==> src/rtl/exec_mode_pkg.sv <==
package exec_mode_pkg;
  typedef enum logic {MODE_LEGACY = 1'b0, MODE_LONG = 1'b1} mode_e;
  typedef enum logic [2:0] {
    SUB_REAL = 3'd0, SUB_PROT = 3'd1, SUB_V86 = 3'd2, SUB_COMPAT = 3'd3, SUB_BIT64 = 3'd4
  } submode_e;
  typedef enum logic [1:0] {SZ_NONE = 2'd0, SZ_16 = 2'd1, SZ_32 = 2'd2, SZ_64 = 2'd3} size_e;

  localparam logic [2:0] SEL_EXT     = 3'd0;
  localparam logic [2:0] SEL_CR0     = 3'd1;
  localparam logic [2:0] SEL_CS      = 3'd2;
  localparam logic [2:0] SEL_SS      = 3'd3;
  localparam logic [2:0] SEL_FLAGS   = 3'd4;
  localparam logic [2:0] SEL_SUMMARY = 3'd5;

  typedef struct packed {
    logic       lma;
    logic       pe;
    logic       pg;
    logic       vm;
    logic [1:0] cs_dpl;
    logic       cs_def;
    logic       cs_long;
    logic       ss_def;
  } src_t;

  typedef struct packed {
    size_e      stack;
    size_e      alt_addr;
    size_e      def_addr;
    size_e      alt_op;
    size_e      def_op;
    logic       prot;
    logic       paging;
    logic [1:0] cpl;
    submode_e   submode;
    mode_e      mode;
  } summary_t;

  localparam int SUMMARY_W = $bits(summary_t);
endpackage

==> src/rtl/exec_mode_src_regs.sv <==
module exec_mode_src_regs
  import exec_mode_pkg::*;
#(
  parameter int DATA_W      = 32,
  parameter int LMA_BIT     = 10,
  parameter int PE_BIT      = 0,
  parameter int PG_BIT      = 31,
  parameter int VM_BIT      = 17,
  parameter int DPL_LSB     = 0,
  parameter int CS_DEF_BIT  = 2,
  parameter int CS_LONG_BIT = 3,
  parameter int SS_DEF_BIT  = 2
) (
  input  logic              clk_i,
  input  logic              rst_ni,
  input  logic              wr_en_i,
  input  logic              wr_quiet_i,
  input  logic [2:0]        wr_sel_i,
  input  logic [DATA_W-1:0] wr_data_i,
  output src_t              nxt_o,
  output logic              recompute_o
);
  src_t cur_q;
  logic unused_data;

  assign unused_data = ^wr_data_i;

  always_comb begin
    nxt_o = cur_q;
    if (wr_en_i) begin
      case (wr_sel_i)
        SEL_EXT:   nxt_o.lma = wr_data_i[LMA_BIT];
        SEL_CR0: begin
          nxt_o.pe = wr_data_i[PE_BIT];
          nxt_o.pg = wr_data_i[PG_BIT];
        end
        SEL_CS: begin
          nxt_o.cs_dpl  = wr_data_i[DPL_LSB +: 2];
          nxt_o.cs_def  = wr_data_i[CS_DEF_BIT];
          nxt_o.cs_long = wr_data_i[CS_LONG_BIT];
        end
        SEL_SS:    nxt_o.ss_def = wr_data_i[SS_DEF_BIT];
        SEL_FLAGS: nxt_o.vm = wr_data_i[VM_BIT];
        default: ;
      endcase
    end
  end

  // Quiet writes store; only loud writes to a defined selector recompute.
  assign recompute_o = wr_en_i && !wr_quiet_i && (wr_sel_i <= SEL_SUMMARY);

  always_ff @(posedge clk_i or negedge rst_ni) begin
    if (!rst_ni) cur_q <= '0;
    else         cur_q <= nxt_o;
  end

  // unused selectors never recompute
  p_bad_sel_no_update_r11: assert property (@(posedge clk_i) disable iff (!rst_ni)
    (wr_en_i && wr_sel_i > SEL_SUMMARY) |-> !recompute_o);
endmodule

==> src/rtl/exec_mode_decode.sv <==
module exec_mode_decode
  import exec_mode_pkg::*;
(
  input  src_t     src_i,
  output summary_t sum_o
);
  logic is64;

  assign is64 = src_i.lma && src_i.cs_long;

  always_comb begin
    if (src_i.lma) begin
      sum_o.mode    = MODE_LONG;
      sum_o.submode = src_i.cs_long ? SUB_BIT64 : SUB_COMPAT;
    end else begin
      sum_o.mode = MODE_LEGACY;
      if (!src_i.pe)     sum_o.submode = SUB_REAL;
      else if (src_i.vm) sum_o.submode = SUB_V86;
      else               sum_o.submode = SUB_PROT;
    end
    sum_o.cpl    = src_i.cs_dpl;
    sum_o.paging = src_i.pg;
    sum_o.prot   = src_i.pe;

    if (is64 || src_i.cs_def) begin
      sum_o.def_op = SZ_32;
      sum_o.alt_op = SZ_16;
    end else begin
      sum_o.def_op = SZ_16;
      sum_o.alt_op = SZ_32;
    end

    if (is64) begin
      sum_o.def_addr = SZ_64;
      sum_o.alt_addr = SZ_32;
    end else if (src_i.cs_def) begin
      sum_o.def_addr = SZ_32;
      sum_o.alt_addr = SZ_16;
    end else begin
      sum_o.def_addr = SZ_16;
      sum_o.alt_addr = SZ_32;
    end

    if (is64)              sum_o.stack = SZ_64;
    else if (src_i.ss_def) sum_o.stack = SZ_32;
    else                   sum_o.stack = SZ_16;
  end
endmodule

==> src/rtl/exec_mode_summary_reg.sv <==
module exec_mode_summary_reg
  import exec_mode_pkg::*;
(
  input  logic     clk_i,
  input  logic     rst_ni,
  input  logic     upd_i,
  input  summary_t nxt_i,
  output summary_t q_o
);
  localparam summary_t RESET_VAL = '{
    stack: SZ_16, alt_addr: SZ_32, def_addr: SZ_16, alt_op: SZ_32, def_op: SZ_16,
    prot: 1'b0, paging: 1'b0, cpl: 2'd0, submode: SUB_REAL, mode: MODE_LEGACY
  };

  always_ff @(posedge clk_i or negedge rst_ni) begin
    if (!rst_ni)    q_o <= RESET_VAL;
    else if (upd_i) q_o <= nxt_i;
  end

  // no recompute, no change
  p_hold_without_update_r9: assert property (@(posedge clk_i) disable iff (!rst_ni)
    !upd_i |=> $stable(q_o));
endmodule

==> src/rtl/exec_mode_decoder.sv <==
module exec_mode_decoder
  import exec_mode_pkg::*;
#(
  parameter int DATA_W      = 32,
  parameter int LMA_BIT     = 10,
  parameter int PE_BIT      = 0,
  parameter int PG_BIT      = 31,
  parameter int VM_BIT      = 17,
  parameter int DPL_LSB     = 0,
  parameter int CS_DEF_BIT  = 2,
  parameter int CS_LONG_BIT = 3,
  parameter int SS_DEF_BIT  = 2
) (
  input  logic                 clk_i,
  input  logic                 rst_ni,
  input  logic                 wr_en_i,
  input  logic                 wr_quiet_i,
  input  logic [2:0]           wr_sel_i,
  input  logic [DATA_W-1:0]    wr_data_i,
  output logic [SUMMARY_W-1:0] mode_word_o
);
  src_t     src_nxt;
  logic     recompute;
  summary_t sum_nxt;
  summary_t sum_q;

  exec_mode_src_regs #(
    .DATA_W(DATA_W), .LMA_BIT(LMA_BIT), .PE_BIT(PE_BIT), .PG_BIT(PG_BIT),
    .VM_BIT(VM_BIT), .DPL_LSB(DPL_LSB), .CS_DEF_BIT(CS_DEF_BIT),
    .CS_LONG_BIT(CS_LONG_BIT), .SS_DEF_BIT(SS_DEF_BIT)
  ) u_src (
    .clk_i(clk_i), .rst_ni(rst_ni), .wr_en_i(wr_en_i), .wr_quiet_i(wr_quiet_i),
    .wr_sel_i(wr_sel_i), .wr_data_i(wr_data_i), .nxt_o(src_nxt), .recompute_o(recompute)
  );

  exec_mode_decode u_dec (.src_i(src_nxt), .sum_o(sum_nxt));

  exec_mode_summary_reg u_sum (
    .clk_i(clk_i), .rst_ni(rst_ni), .upd_i(recompute), .nxt_i(sum_nxt), .q_o(sum_q)
  );

  assign mode_word_o = sum_q;

  // CR0 write lands in paging/protection
  p_cr0_bits_r5: assert property (@(posedge clk_i) disable iff (!rst_ni)
    (wr_en_i && !wr_quiet_i && wr_sel_i == SEL_CR0) |=>
      (sum_q.paging == $past(wr_data_i[PG_BIT]) && sum_q.prot == $past(wr_data_i[PE_BIT])));
  // quiet writes leave the word alone
  p_quiet_hold_r10: assert property (@(posedge clk_i) disable iff (!rst_ni)
    (wr_en_i && wr_quiet_i) |=> $stable(mode_word_o));
  // long mode only reports long submodes
  p_long_submode_r3: assert property (@(posedge clk_i) disable iff (!rst_ni)
    (sum_q.mode == MODE_LONG) |-> (sum_q.submode == SUB_COMPAT || sum_q.submode == SUB_BIT64));
  // legacy mode only reports legacy submodes
  p_legacy_submode_r4: assert property (@(posedge clk_i) disable iff (!rst_ni)
    (sum_q.mode == MODE_LEGACY) |-> (sum_q.submode <= SUB_V86));
  // 64-bit submode widths
  p_bit64_sizes_r7: assert property (@(posedge clk_i) disable iff (!rst_ni)
    (sum_q.submode == SUB_BIT64) |->
      (sum_q.def_addr == SZ_64 && sum_q.alt_addr == SZ_32 && sum_q.stack == SZ_64));
  // operand sizes are always a 16/32 pair
  p_op_pair_r6: assert property (@(posedge clk_i) disable iff (!rst_ni)
    (sum_q.def_op != SZ_NONE && sum_q.def_op != SZ_64 && sum_q.alt_op != sum_q.def_op &&
     sum_q.alt_op != SZ_NONE && sum_q.alt_op != SZ_64));
endmodule

==> config.mk <==
export PLATFORM = sky130hd
export DESIGN_NAME = exec_mode_decoder
export DESIGN_NICKNAME = d
export VERILOG_FILES = /design/src/rtl/exec_mode_pkg.sv /design/src/rtl/exec_mode_src_regs.sv /design/src/rtl/exec_mode_decode.sv /design/src/rtl/exec_mode_summary_reg.sv /design/src/rtl/exec_mode_decoder.sv
export SDC_FILE = /design/constraint.sdc
export NUM_CORES = 1
export LEC_CHECK = 0
export BUFFER_PORTS_ARGS = -buffer_cell sky130_fd_sc_hd__buf_2
export CORE_ASPECT_RATIO = 0.8
export CORE_UTILIZATION = 45
export DETAILED_ROUTE_END_ITERATION = 16
export PLACE_DENSITY = 0.82
export SYNTH_ARGS = -nofsm -noshare
export SYNTH_HDL_FRONTEND = slang
export SYNTH_SLANG_ARGS = --single-unit
==> constraint.sdc <==
create_clock -name clk_i -period 3.3 [get_ports clk_i]
set_clock_uncertainty 0.15 [all_clocks]
set_input_delay 0.33 -clock clk_i [delete_from_list [all_inputs] [get_ports clk_i]]
set_output_delay 0.33 -clock clk_i [all_outputs]
set_load 0.1 [all_outputs]
# Word level (Yosys, flattened, before mapping)
# Cells that the tools add are included.
# totals
register_bits,27
# op_classes
n_lt_le_gt_ge,1
n_reduce_logical,6
eq_ne,4
muxes,15
# op_table
operator,n
4-bit two-way mux,5
9-bit two-way mux,1
2-bit two-way mux,4
3-bit by 2-bit == test with 1-bit output (second input constant),2
3-bit two-way mux,2
3-bit by 1-bit == test with 1-bit output (second input constant),1
3-bit == test (second input constant),1
3-bit <= comparator (second input constant),1
1-bit logical AND,3
3-bit zero test,1
1-bit two-way mux,3
1-bit zero test,1
1-bit logical OR,1

# Longest topological paths before layout
# Gate-level depths: netlist of the first run.
# logic_depth
ltp_word,6
ltp_mapped,5
depth_no_buf,5

# By module
# A second synthesis of the first run with hierarchy kept.
# hier_totals
hier_cells,85
area_unflattened_um2,1286.2
# by_module_without_submodules
module,area_each_um2,cells_per_inst,instances
exec_mode_summary_reg,728.2,38,1
exec_mode_src_regs,417.9,25,1
exec_mode_decode,140.1,22,1

# Worst setup path before layout of the first run
# OpenSTA, ideal clock, no wires.
# synth_timing
path_kind,reg2out
startpoint,reg u_sum.q_o[13] (netlist name)
endpoint,out mode_word_o[10]
path_stages_with_launch,2
path_slack_ns,1.463
arrival_time_ns,1.357
path_cell_list,dfrtp_1 > buf_4
# synth_rtl
item,line_no,rtl
to (decl),exec_mode_decoder.sv:20,output logic [SUMMARY_W-1:0] mode_word_o

==> flow_metrics.env, run 1 <==
export IMPL_status="finished, final reports clean"
export IMPL_gp_congestion=0.705
export IMPL_p_comb_share_pct=54.6
export IMPL_path_clk_slew_ns=0.13
export IMPL_grt_pass1_vias=637
export IMPL_drive_above_1_share_pct=50.0
export IMPL_fin_cells=132
export IMPL_dr_pass1_iters=4
export IMPL_syn_num_nets=116
export IMPL_dp_hpwl_um=1380
export IMPL_max_clock_freq_ghz=0.554
export IMPL_muxShareOfSynthArea_pct=15.9
export IMPL_area_growth_pct=20.2
export IMPL_yosysTopAreaCell="dfrtp_1"
export IMPL_drc=0
export IMPL_drt_initial_drc_count=12
export IMPL_portBuffers=31
export IMPL_seq_power_share_pct=33.7
export IMPL_peakVddDrop_mv=0.657
export IMPL_synth_edf_count=0
export IMPL_vias_per_cell=5.21
export IMPL_nets=148
export IMPL_fin_crit_ns=1.81
export IMPL_multiInputGateArea_um2=340
export IMPL_clkPwrFrac_pct=11.7
export IMPL_ys_ff_latch=23
export IMPL_fin_area_mm2=0.00118
export IMPL_grt_pass1_wl_um=2950
export IMPL_grt_overflow_total=0
export IMPL_slew_headroom_pct=66.7
export IMPL_netlist_area_leader_share_pct=50.9
export IMPL_routedWlPerCell_um=14.5
export IMPL_worstHoldPathType="primary input to register"
export IMPL_required_ns=3.39
export IMPL_slew_viol_final=0
export IMPL_synth_top_flop_cell="dfrtp_1"
export IMPL_antenna_found_initial=0
export IMPL_cp_end_kind="register"
export IMPL_path_max_fanout=6
export IMPL_grt_max_degree=24
export IMPL_reg2reg_slack_ns=1.69
export IMPL_netSwitchingPower_uw=655
export IMPL_dieArea_mm2=0.00238
export IMPL_worst_pin_slew_ns=0.499
export IMPL_synthTopCellsByArea="dfrtp_1, mux2_2, dfstp_2"
export IMPL_vias=688
export IMPL_synthTopCellsByCount="dfrtp_1, mux2_2, inv_1, nor2_1"
export IMPL_cts_resized=0
export IMPL_die_x_um=54.3
export IMPL_fp_dieH_um=43.8
export IMPL_ff_latch_area_um2=579
export IMPL_synthAdderAreaFrac_pct=0
export IMPL_antenna_cells=0
export IMPL_synth_simple_area_share_pct=10.3
export IMPL_synth_warnings=0
export IMPL_wl_um=1910
export IMPL_cts_tree="done"
export IMPL_setup_viol=0
export IMPL_fill_cells=166
export IMPL_ctsHoldBuffers=1
export IMPL_cts_buffer_depth=2
export IMPL_synthesis_area_um2=983
export IMPL_synth_top_family_by_area="multiplexers"
export IMPL_synth_most_common_cell="dfrtp_1"
export IMPL_hold_violations=0
export IMPL_synth_xor_area_share_pct=0
export IMPL_ant_nets=0
export IMPL_track_usage_pct=18.2
export IMPL_dpl_cell_count=127
export IMPL_clock_latency_ns=0.31
export IMPL_fin_setup_tns_ns=0
export IMPL_core_mm2=0.00196
export IMPL_min_period_over_period_pct=54.7
export IMPL_cts_root_buf="clkbuf_4"
export IMPL_grt_setup_unrepaired="false"
export IMPL_postSynthAreaPerCell_um2=12.8
export IMPL_h_tree_depth=1
export IMPL_path_class="primary input to register"
export IMPL_powerDensity_mw_per_mm2=983
export IMPL_io_pins=57
export IMPL_synth_compound_area_share_pct=7.89
export IMPL_p_int_uw=507
export IMPL_p_leak_nw=0.550
export IMPL_rows=14
export IMPL_synth_cells=77
export IMPL_synth_cell_type_count=28
export IMPL_seq_area_frac_synth_pct=58.9
export IMPL_critPathLaunchType="primary input"
export IMPL_placed_area_mm2=0.00114
export IMPL_cts_setup_buffers=0
export IMPL_cap_violations=0
export IMPL_swShare_pct=56.4
export IMPL_async_flop_share_pct=100
export IMPL_cts_buffers=3
export IMPL_clkSinkCount=23
export IMPL_critPathArrivalTime_ns=1.90
export IMPL_start_util_pct=50.1
cell families after synthesis:
logic type             count (synthesis)
AOI/OAI and AO/OA                     12
buffers and inverters                 14
DFF                                   23
muxes                                 14
and+or+nand+nor                       14
layout make-up:
cell class	instances	area share, %
inverters	8	2.54
clock buffers	3	1.90
repair buffers	33	14.6
flip-flops and latches	23	49.0
clock inverters	1	0.635
well taps	24	2.54
multi-input cells	40	28.8
power groups by stage:
| stage | registers (mW) | logic (mW) | clock network (mW) |
|---|---|---|---|
| 2_1_floorplan | 0.747 | 0.199 | 0 |
| 3_3_place_gp | 0.392 | 0.628 | 0 |
| 3_5_place_dp | 0.398 | 0.636 | 0 |
| 4_1_cts | 0.392 | 0.639 | 0.138 |
| 5_1_grt | 0.401 | 0.657 | 0.151 |
| 6_report | 0.392 | 0.635 | 0.136 |
routing by layer:
metal | GRT usage [%] | wire [µm] | vias up
met5 | 0 | 0 | -
met4 | 5.13 | 19 | 0
met3 | 6.67 | 104 | 2
met2 | 25.6 | 904 | 18
met1 | 26.2 | 879 | 341
li1 | - | - | 327
critical path: stages:
cell,delay (ns)
buf_2,0.13
nor4b_2,0.35
mux2i_2,0.44
inv_2,0.08
or3b_1,0.38
a31oi_1,0.19
through the flow:
step	setup WS (ns)	hold WS, ns	power [mW]	utilization (%)
after floorplan	1.46	-0.116	0.946	-
after global placement	1.21	0.162	1.02	58.2
after detailed placement	1.21	0.175	1.03	58.2
after CTS	1.50	0.105	1.17	60.3
after global routing	1.44	0.0981	1.21	60.3
final	1.49	0.108	1.16	60.3
cells in the final DEF, fill, tap and decap left out:
cell,n
mux2i_1,3
mux2_2,9
dlygate4sd3_1,1
nor4b_2,1
nand4b_1,1
a21oi_1,1
o22a_1,1
mux2_1,1
buf_4,1
nand3_1,1
a31oi_1,4
and4bb_2,2
o21ai_0,2
nor4bb_1,1
inv_1,7
a211oi_2,1
or2_1,1
nor2_1,5
o211ai_1,1
mux2i_2,1
dfstp_2,3
or3b_1,1
o22ai_1,1
nand2_1,1
dfrtp_1,20
clkinvlp_4,1
clkbuf_4,3
o21a_1,1
inv_2,1
buf_2,31
path summary, 6_finish.rpt:
| path | start | to | cells after the start |
|---|---|---|---|
| setup reg to reg | u_src.cur_q[8]$_DFF_PN0_ | u_sum.q_o[1]$_DFFE_PN0P_ | 4 |
| max in group asynchronous | rst_ni | u_sum.q_o[12]$_DFFE_PN1P_ | 2 |
| hold reg to reg | u_sum.q_o[8]$_DFFE_PN1P_ | u_sum.q_o[8]$_DFFE_PN1P_ | 2 |
| min in group asynchronous | rst_ni | u_src.cur_q[1]$_DFF_PN0_ | 2 |
| setup / recovery | wr_sel_i[0] | u_sum.q_o[1]$_DFFE_PN0P_ | 6 |
| hold / removal | wr_data_i[1] | u_src.cur_q[4]$_DFF_PN0_ | 2 |
state kept, by name, indices dropped and copies added (netlist names):
register	count
u_sum.q_o	14
u_src.cur_q	9
Note: power is estimated with default switching activity, not from simulation.
==> run 2: changes to the inputs <==
Settings changed: ABC_AREA from default to 1, CORE_UTILIZATION 45 to 39, PLACE_DENSITY 0.82 to 0.74.
Clock period 3.3 ns to 1.5 ns, I/O delays scaled along.
==> flow_metrics.env, run 2 <==
export IMPL_h_tree_depth=1
export IMPL_ys_ff_latch=23
export IMPL_synth_cells=123
export IMPL_io_pins=57
export IMPL_grt_setup_unrepaired="false"
export IMPL_slew_viol_final=0
export IMPL_p_leak_nw=0.746
export IMPL_hold_violations=0
export IMPL_largest_register="u_sum.q_o"
export IMPL_ff_latch_area_um2=588
export IMPL_r2r_end="u_sum.q_o[13]$_DFFE_PN0P_"
export IMPL_drc=0
export IMPL_path_clk_slew_ns=0.12
export IMPL_synth_edf_count=0
export IMPL_fill_cells=232
export IMPL_top_regs="u_sum.q_o x14, u_src.cur_q x9"
export IMPL_synth_cell_type_count=18
export IMPL_path_max_fanout=3
export IMPL_synth_most_common_cell="nand2_1"
export IMPL_wl_um=2020
export IMPL_multiInputGateArea_um2=370
export IMPL_ant_nets=0
export IMPL_fin_crit_ns=1.46
export IMPL_area_growth_pct=35.9
export IMPL_die_x_um=60.0
export IMPL_track_usage_pct=16.5
export IMPL_gp_congestion=0.790
export IMPL_antenna_cells=0
export IMPL_peakVddDrop_mv=0.873
export IMPL_min_from="wr_data_i[17]"
export IMPL_drt_initial_drc_count=22
export IMPL_powerDensity_mw_per_mm2=1770
export IMPL_placed_area_mm2=0.00133
export IMPL_start_util_pct=41.9
export IMPL_ff2ff_path_depth=8
export IMPL_seq_area_frac_synth_pct=55.3
export IMPL_worstHoldPathType="primary input to register"
export IMPL_max_clock_freq_ghz=0.685
export IMPL_async_flop_share_pct=100
export IMPL_cpPeakStageDelay_ns=0.67
export IMPL_postSynthAreaPerCell_um2=8.52
export IMPL_antenna_found_initial=0
export IMPL_setup_viol=0
export IMPL_cts_buffer_depth=2
export IMPL_reg2reg_slack_ns=0.36
export IMPL_dp_hpwl_um=1560
export IMPL_fin_area_mm2=0.00143
export IMPL_dr_pass1_iters=6
export IMPL_netlist_area_leader_share_pct=47.7
export IMPL_syn_num_nets=162
export IMPL_drive_above_1_share_pct=34.4
export IMPL_core_mm2=0.00250
export IMPL_fp_dieH_um=48.4
export IMPL_path_class="register to primary output"
export IMPL_grt_max_degree=24
export IMPL_final_common_cell="nand2_1"
export IMPL_fin_setup_tns_ns=0
export IMPL_synthTopCellsByCount="nand2_1, dfrtp_1, nand3_1, inv_1, nor2_1"
export IMPL_cp_num_buf_inv=1
export IMPL_synthesis_area_mm2=0.00105
export IMPL_rows=16
export IMPL_largest_reg_flops=14
export IMPL_path_cells="buf_12"
export IMPL_vias_per_cell=4.59
export IMPL_hold_end="u_src.cur_q[5]$_DFF_PN0_"
export IMPL_synth_top_flop_cell="dfrtp_1"
export IMPL_nets=203
export IMPL_routedWlPerCell_um=10.1
export IMPL_worst_path_stages=1
export IMPL_final_util_pct=57.0
export IMPL_required_ns=1.20
export IMPL_cp_top_family="flip-flops"
export IMPL_grt_pass1_vias=889
export IMPL_vias=914
export IMPL_min_period_over_period_pct=97.3
export IMPL_final_cell_mix="nand2_1, buf_2, dfrtp_1, nand3_1"
export IMPL_cts_root_buf="clkbuf_4"
export IMPL_r2r_start="u_src.cur_q[8]$_DFF_PN0_"
export IMPL_slew_headroom_pct=67.2
export IMPL_grt_pass1_wl_um=3660
export IMPL_dieArea_mm2=0.00290
export IMPL_status="finished, final reports clean"
export IMPL_worst_pin_slew_ns=0.491
export IMPL_cts_buffers=3
export IMPL_cp_end_kind="primary output"
export IMPL_hold_depth=5
export IMPL_cap_violations=0
export IMPL_critPathLaunchType="register"
export IMPL_cp_slowest_cell="dfstp_4"
export IMPL_grt_overflow_total=0
export IMPL_cts_tree="done"
export IMPL_clkSinkCount=23
export IMPL_synthTopCellsByArea="dfrtp_1, nand2_1, dfstp_2"
export IMPL_portBuffers=31
export IMPL_critPathArrivalTime_ns=1.16
export IMPL_synth_warnings=0
export IMPL_yosysTopAreaCell="dfrtp_1"
export IMPL_clock_latency_ns=0.31
==> run 2: changes by cell type in the layout (fill, tap and decap cells not counted), moves of 3 or more <==
cell           change
dlygate4sd3_1      +6
buf_12             +6
nand2_1           +40
inv_2              +4
nand3_1           +11
o21ai_1            +3
nand2_2            +5
nor2_1             +3
mux2_2             -9
mux2i_1            -3
buf_2              -5
==> run 2: layout make-up <==
cell class                      count  share of cell area, %
Sequential cell                    23                   41.3
Multi-Input combinational cell     80                   26.0
Timing Repair Buffer               42                   24.1
Inverter                           14                   3.69
Tap cell                           36                   3.16
Clock buffer                        4                   1.84
==> run 2: worst max-delay path by stage <==
stage	startpoint	endpoint	slack, ns
after floorplan	u_sum.q_o[12]$_DFFE_PN1P_	mode_word_o[15]	0.08
after CTS	u_sum.q_o[12]$_DFFE_PN1P_	mode_word_o[12]	0.02
after detailed placement	wr_sel_i[2]	u_sum.q_o[13]$_DFFE_PN0P_	0.14
after global placement	wr_sel_i[2]	u_sum.q_o[13]$_DFFE_PN0P_	0.17
after global routing	u_sum.q_o[8]$_DFFE_PN1P_	mode_word_o[8]	0.004
final	u_sum.q_o[12]$_DFFE_PN1P_	mode_word_o[15]	0.04
==> run 2: per-stage QoR <==
stage                     cells  hold WS (ns)  setup WS [ns]  total power [mW]
after CTS                   199       0.00964         0.0240              2.55
final                       199        0.0163         0.0405              2.52
after floorplan             123        -0.296         0.0838              1.95
after detailed placement    188      -0.00666          0.138              2.24
after global routing        199        0.0807        0.00379              2.64
after global placement      188       -0.0117          0.167              2.22
==> run 2: layer usage <==
layer,global-route usage [%],part of all wire [%],vias up,wire (µm)
met5,0,0,-,0
met1,21.3,47,424,951
met3,4.81,4.8,4,96
li1,-,-,461,-
met2,27.2,47,25,944
met4,3.49,1.1,0,22
==> run 2: what timing repair did <==
action                                 CTS  global route
hold buffers                             7             0
buffers inserted                         0             0
endpoints found under the hold margin   35             0
resized for setup                        0             0
==> run 2: cell families after synthesis <==
kind of cell | after synthesis | synth area share (%)
and+or+nand+nor | 72 | 31.0
buffers and inverters | 20 | 9.43
AOI/OAI and AO/OA | 8 | 4.29
DFF | 23 | 55.3
==> run 2: where the power goes <==
group | leakage (nW) | internal (mW) | switching, mW
logic | 0.461 | 0.302 | 1.08
registers | 0.269 | 0.775 | 0.0807
clock network | 0.0150 | 0.104 | 0.181
total | 0.746 | 1.18 | 1.34
==> run 3: changes to the inputs <==
Settings changed: CORE_UTILIZATION 39 to 41, CTS_BUF_LIST from default to sky130_fd_sc_hd__clkbuf_4, PLACE_DENSITY 0.74 to 0.77, SLEW_MARGIN from default to 15.
==> flow_metrics.env, run 3 (synthesis results as in run 2) <==
export IMPL_min_from="wr_data_i[17]"
export IMPL_hold_end="u_src.cur_q[5]$_DFF_PN0_"
export IMPL_reg2reg_slack_ns=0.35
export IMPL_busiest_layer="met2"
export IMPL_path_cells="buf_12"
export IMPL_r2r_end="u_sum.q_o[13]$_DFFE_PN0P_"
export IMPL_rows=15
export IMPL_dieArea_mm2=0.00276
export IMPL_path_class="register to primary output"
export IMPL_slew_viol_final=0
export IMPL_finalPower_mw=2.53
export IMPL_cts_root_buf="clkbuf_4"
export IMPL_area_growth_pct=35.6
export IMPL_slew_headroom_pct=66.6
export IMPL_grt_overflow_total=0
export IMPL_min_period_over_period_pct=97.1
export IMPL_largest_reg_flops=14
export IMPL_start_util_pct=45.8
export IMPL_routedWlPerCell_um=10.3
export IMPL_setup_viol=0
export IMPL_critPathLaunchType="register"
export IMPL_final_common_cell="nand2_1"
export IMPL_cp_top_family="flip-flops"
export IMPL_placed_area_mm2=0.00132
export IMPL_cts_buffers=3
export IMPL_grt_max_degree=24
export IMPL_hold_violations=0
export IMPL_use_met3_pct=6.06
export IMPL_peakVddDrop_mv=0.919
export IMPL_gp_congestion=0.825
export IMPL_path_max_fanout=3
export IMPL_vias_per_cell=4.52
export IMPL_status="finished, final reports clean"
export IMPL_cp_end_kind="primary output"
export IMPL_max_clock_freq_ghz=0.687
export IMPL_powerDensity_mw_per_mm2=1780
export IMPL_fp_dieH_um=47.2
export IMPL_antenna_found_initial=0
export IMPL_die_x_um=58.5
export IMPL_nets=204
export IMPL_preCtsSetupSlack_ns=0.167
export IMPL_drive_above_1_share_pct=35.4
export IMPL_top_regs="u_sum.q_o x14, u_src.cur_q x9"
export IMPL_path_clk_slew_ns=0.12
export IMPL_cpPeakStageDelay_ns=0.67
export IMPL_r2r_start="u_src.cur_q[8]$_DFF_PN0_"
export IMPL_fin_crit_ns=1.46
export IMPL_ff2ff_path_depth=8
export IMPL_drt_initial_drc_count=24
export IMPL_vias=895
export IMPL_final_cell_mix="nand2_1, buf_2, dfrtp_1, nand3_1"
export IMPL_grt_met2_usage_pct=31.0
export IMPL_worst_pin_slew_ns=0.501
export IMPL_worstHoldPathType="primary input to register"
export IMPL_h_tree_depth=1
export IMPL_portBuffers=31
export IMPL_ant_nets=0
export IMPL_cap_violations=0
export IMPL_critPathArrivalTime_ns=1.16
export IMPL_fin_cells=198
export IMPL_dp_hpwl_um=1550
export IMPL_dpl_cell_count=187
export IMPL_required_ns=1.20
export IMPL_track_usage_pct=17.7
export IMPL_grt_setup_unrepaired="true"
export IMPL_dr_pass1_iters=4
export IMPL_cp_num_buf_inv=1
export IMPL_drc=0
export IMPL_cts_tree="done"
export IMPL_hold_depth=5
export IMPL_fin_area_mm2=0.00142
export IMPL_grt_pass1_vias=878
export IMPL_grt_pass1_wl_um=3480
export IMPL_cts_setup_buffers=0
export IMPL_clock_latency_ns=0.31
export IMPL_antenna_cells=0
export IMPL_fill_cells=214
export IMPL_clkSinkCount=23
export IMPL_wl_um=2040
export IMPL_core_mm2=0.00229
export IMPL_cp_slowest_cell="dfstp_4"
export IMPL_largest_register="u_sum.q_o"
export IMPL_setup_ws_ns=0.0440
export IMPL_gr_usage_met1_pct=20.4
export IMPL_io_pins=57
export IMPL_cts_buffer_depth=2
export IMPL_p_leak_nw=0.751
[run 3: cell count changes in the layout (fill, tap and decap cells not counted), sizes merged]
cell / before / now
buf: 35 / 36
[run 3: area by class of cell]
cell class	instances	area, µm²	area share, %
inverter	14	52.6	3.70
tap	34	42.5	2.99
clock buffer	4	30.0	2.11
timing repair buffer	43	338	23.8
multi-input combinational	80	370	26.1
sequential	23	588	41.4
[run 3: worst max-delay path by stage]
stage / slack [ns] / from / endpoint / depth (start not counted)
after floorplan: 0.08 / u_sum.q_o[12]$_DFFE_PN1P_ / mode_word_o[15] / 1
after global placement: 0.20 / wr_sel_i[2] / u_sum.q_o[13]$_DFFE_PN0P_ / 10
after CTS: 0.03 / u_sum.q_o[8]$_DFFE_PN1P_ / mode_word_o[11] / 1
after global routing: -0.003 / u_sum.q_o[8]$_DFFE_PN1P_ / mode_word_o[11] / 1
after detailed placement: 0.17 / wr_en_i / u_sum.q_o[1]$_DFFE_PN0P_ / 11
final: 0.04 / u_sum.q_o[8]$_DFFE_PN1P_ / mode_word_o[11] / 1
[run 3: layer usage]
| metal | share of wire (%) | vias up |
|---|---|---|
| met5 | 0 | - |
| met4 | 0.69 | 0 |
| met3 | 5.5 | 4 |
| met2 | 48 | 26 |
| met1 | 46 | 405 |
| li1 | - | 460 |
[run 3: through the flow]
step / hold slack [ns] / TNS (ns) / util (%)
after CTS: 0.0251 / 0 / 62.1
after global placement: -0.0162 / 0 / 57.7
after global routing: 0.0528 / -0.00561 / 62.1
after detailed placement: -0.00790 / 0 / 57.7
final: 0.0324 / 0 / 62.1
after floorplan: -0.296 / 0 / -
[run 3: repair_timing]
item                                    in CTS  in global routing
gates resized for setup                      0                  0
hold buffers                                 7                  0
hold endpoints to repair                    34                  0
endpoints found under the setup margin       0                  2
[run 3: where the power goes]
part	switching, mW	leakage, nW	internal (mW)
clock network	0.176	0.0184	0.122
logic	1.08	0.463	0.300
registers	0.0784	0.269	0.775
total	1.33	0.751	1.20
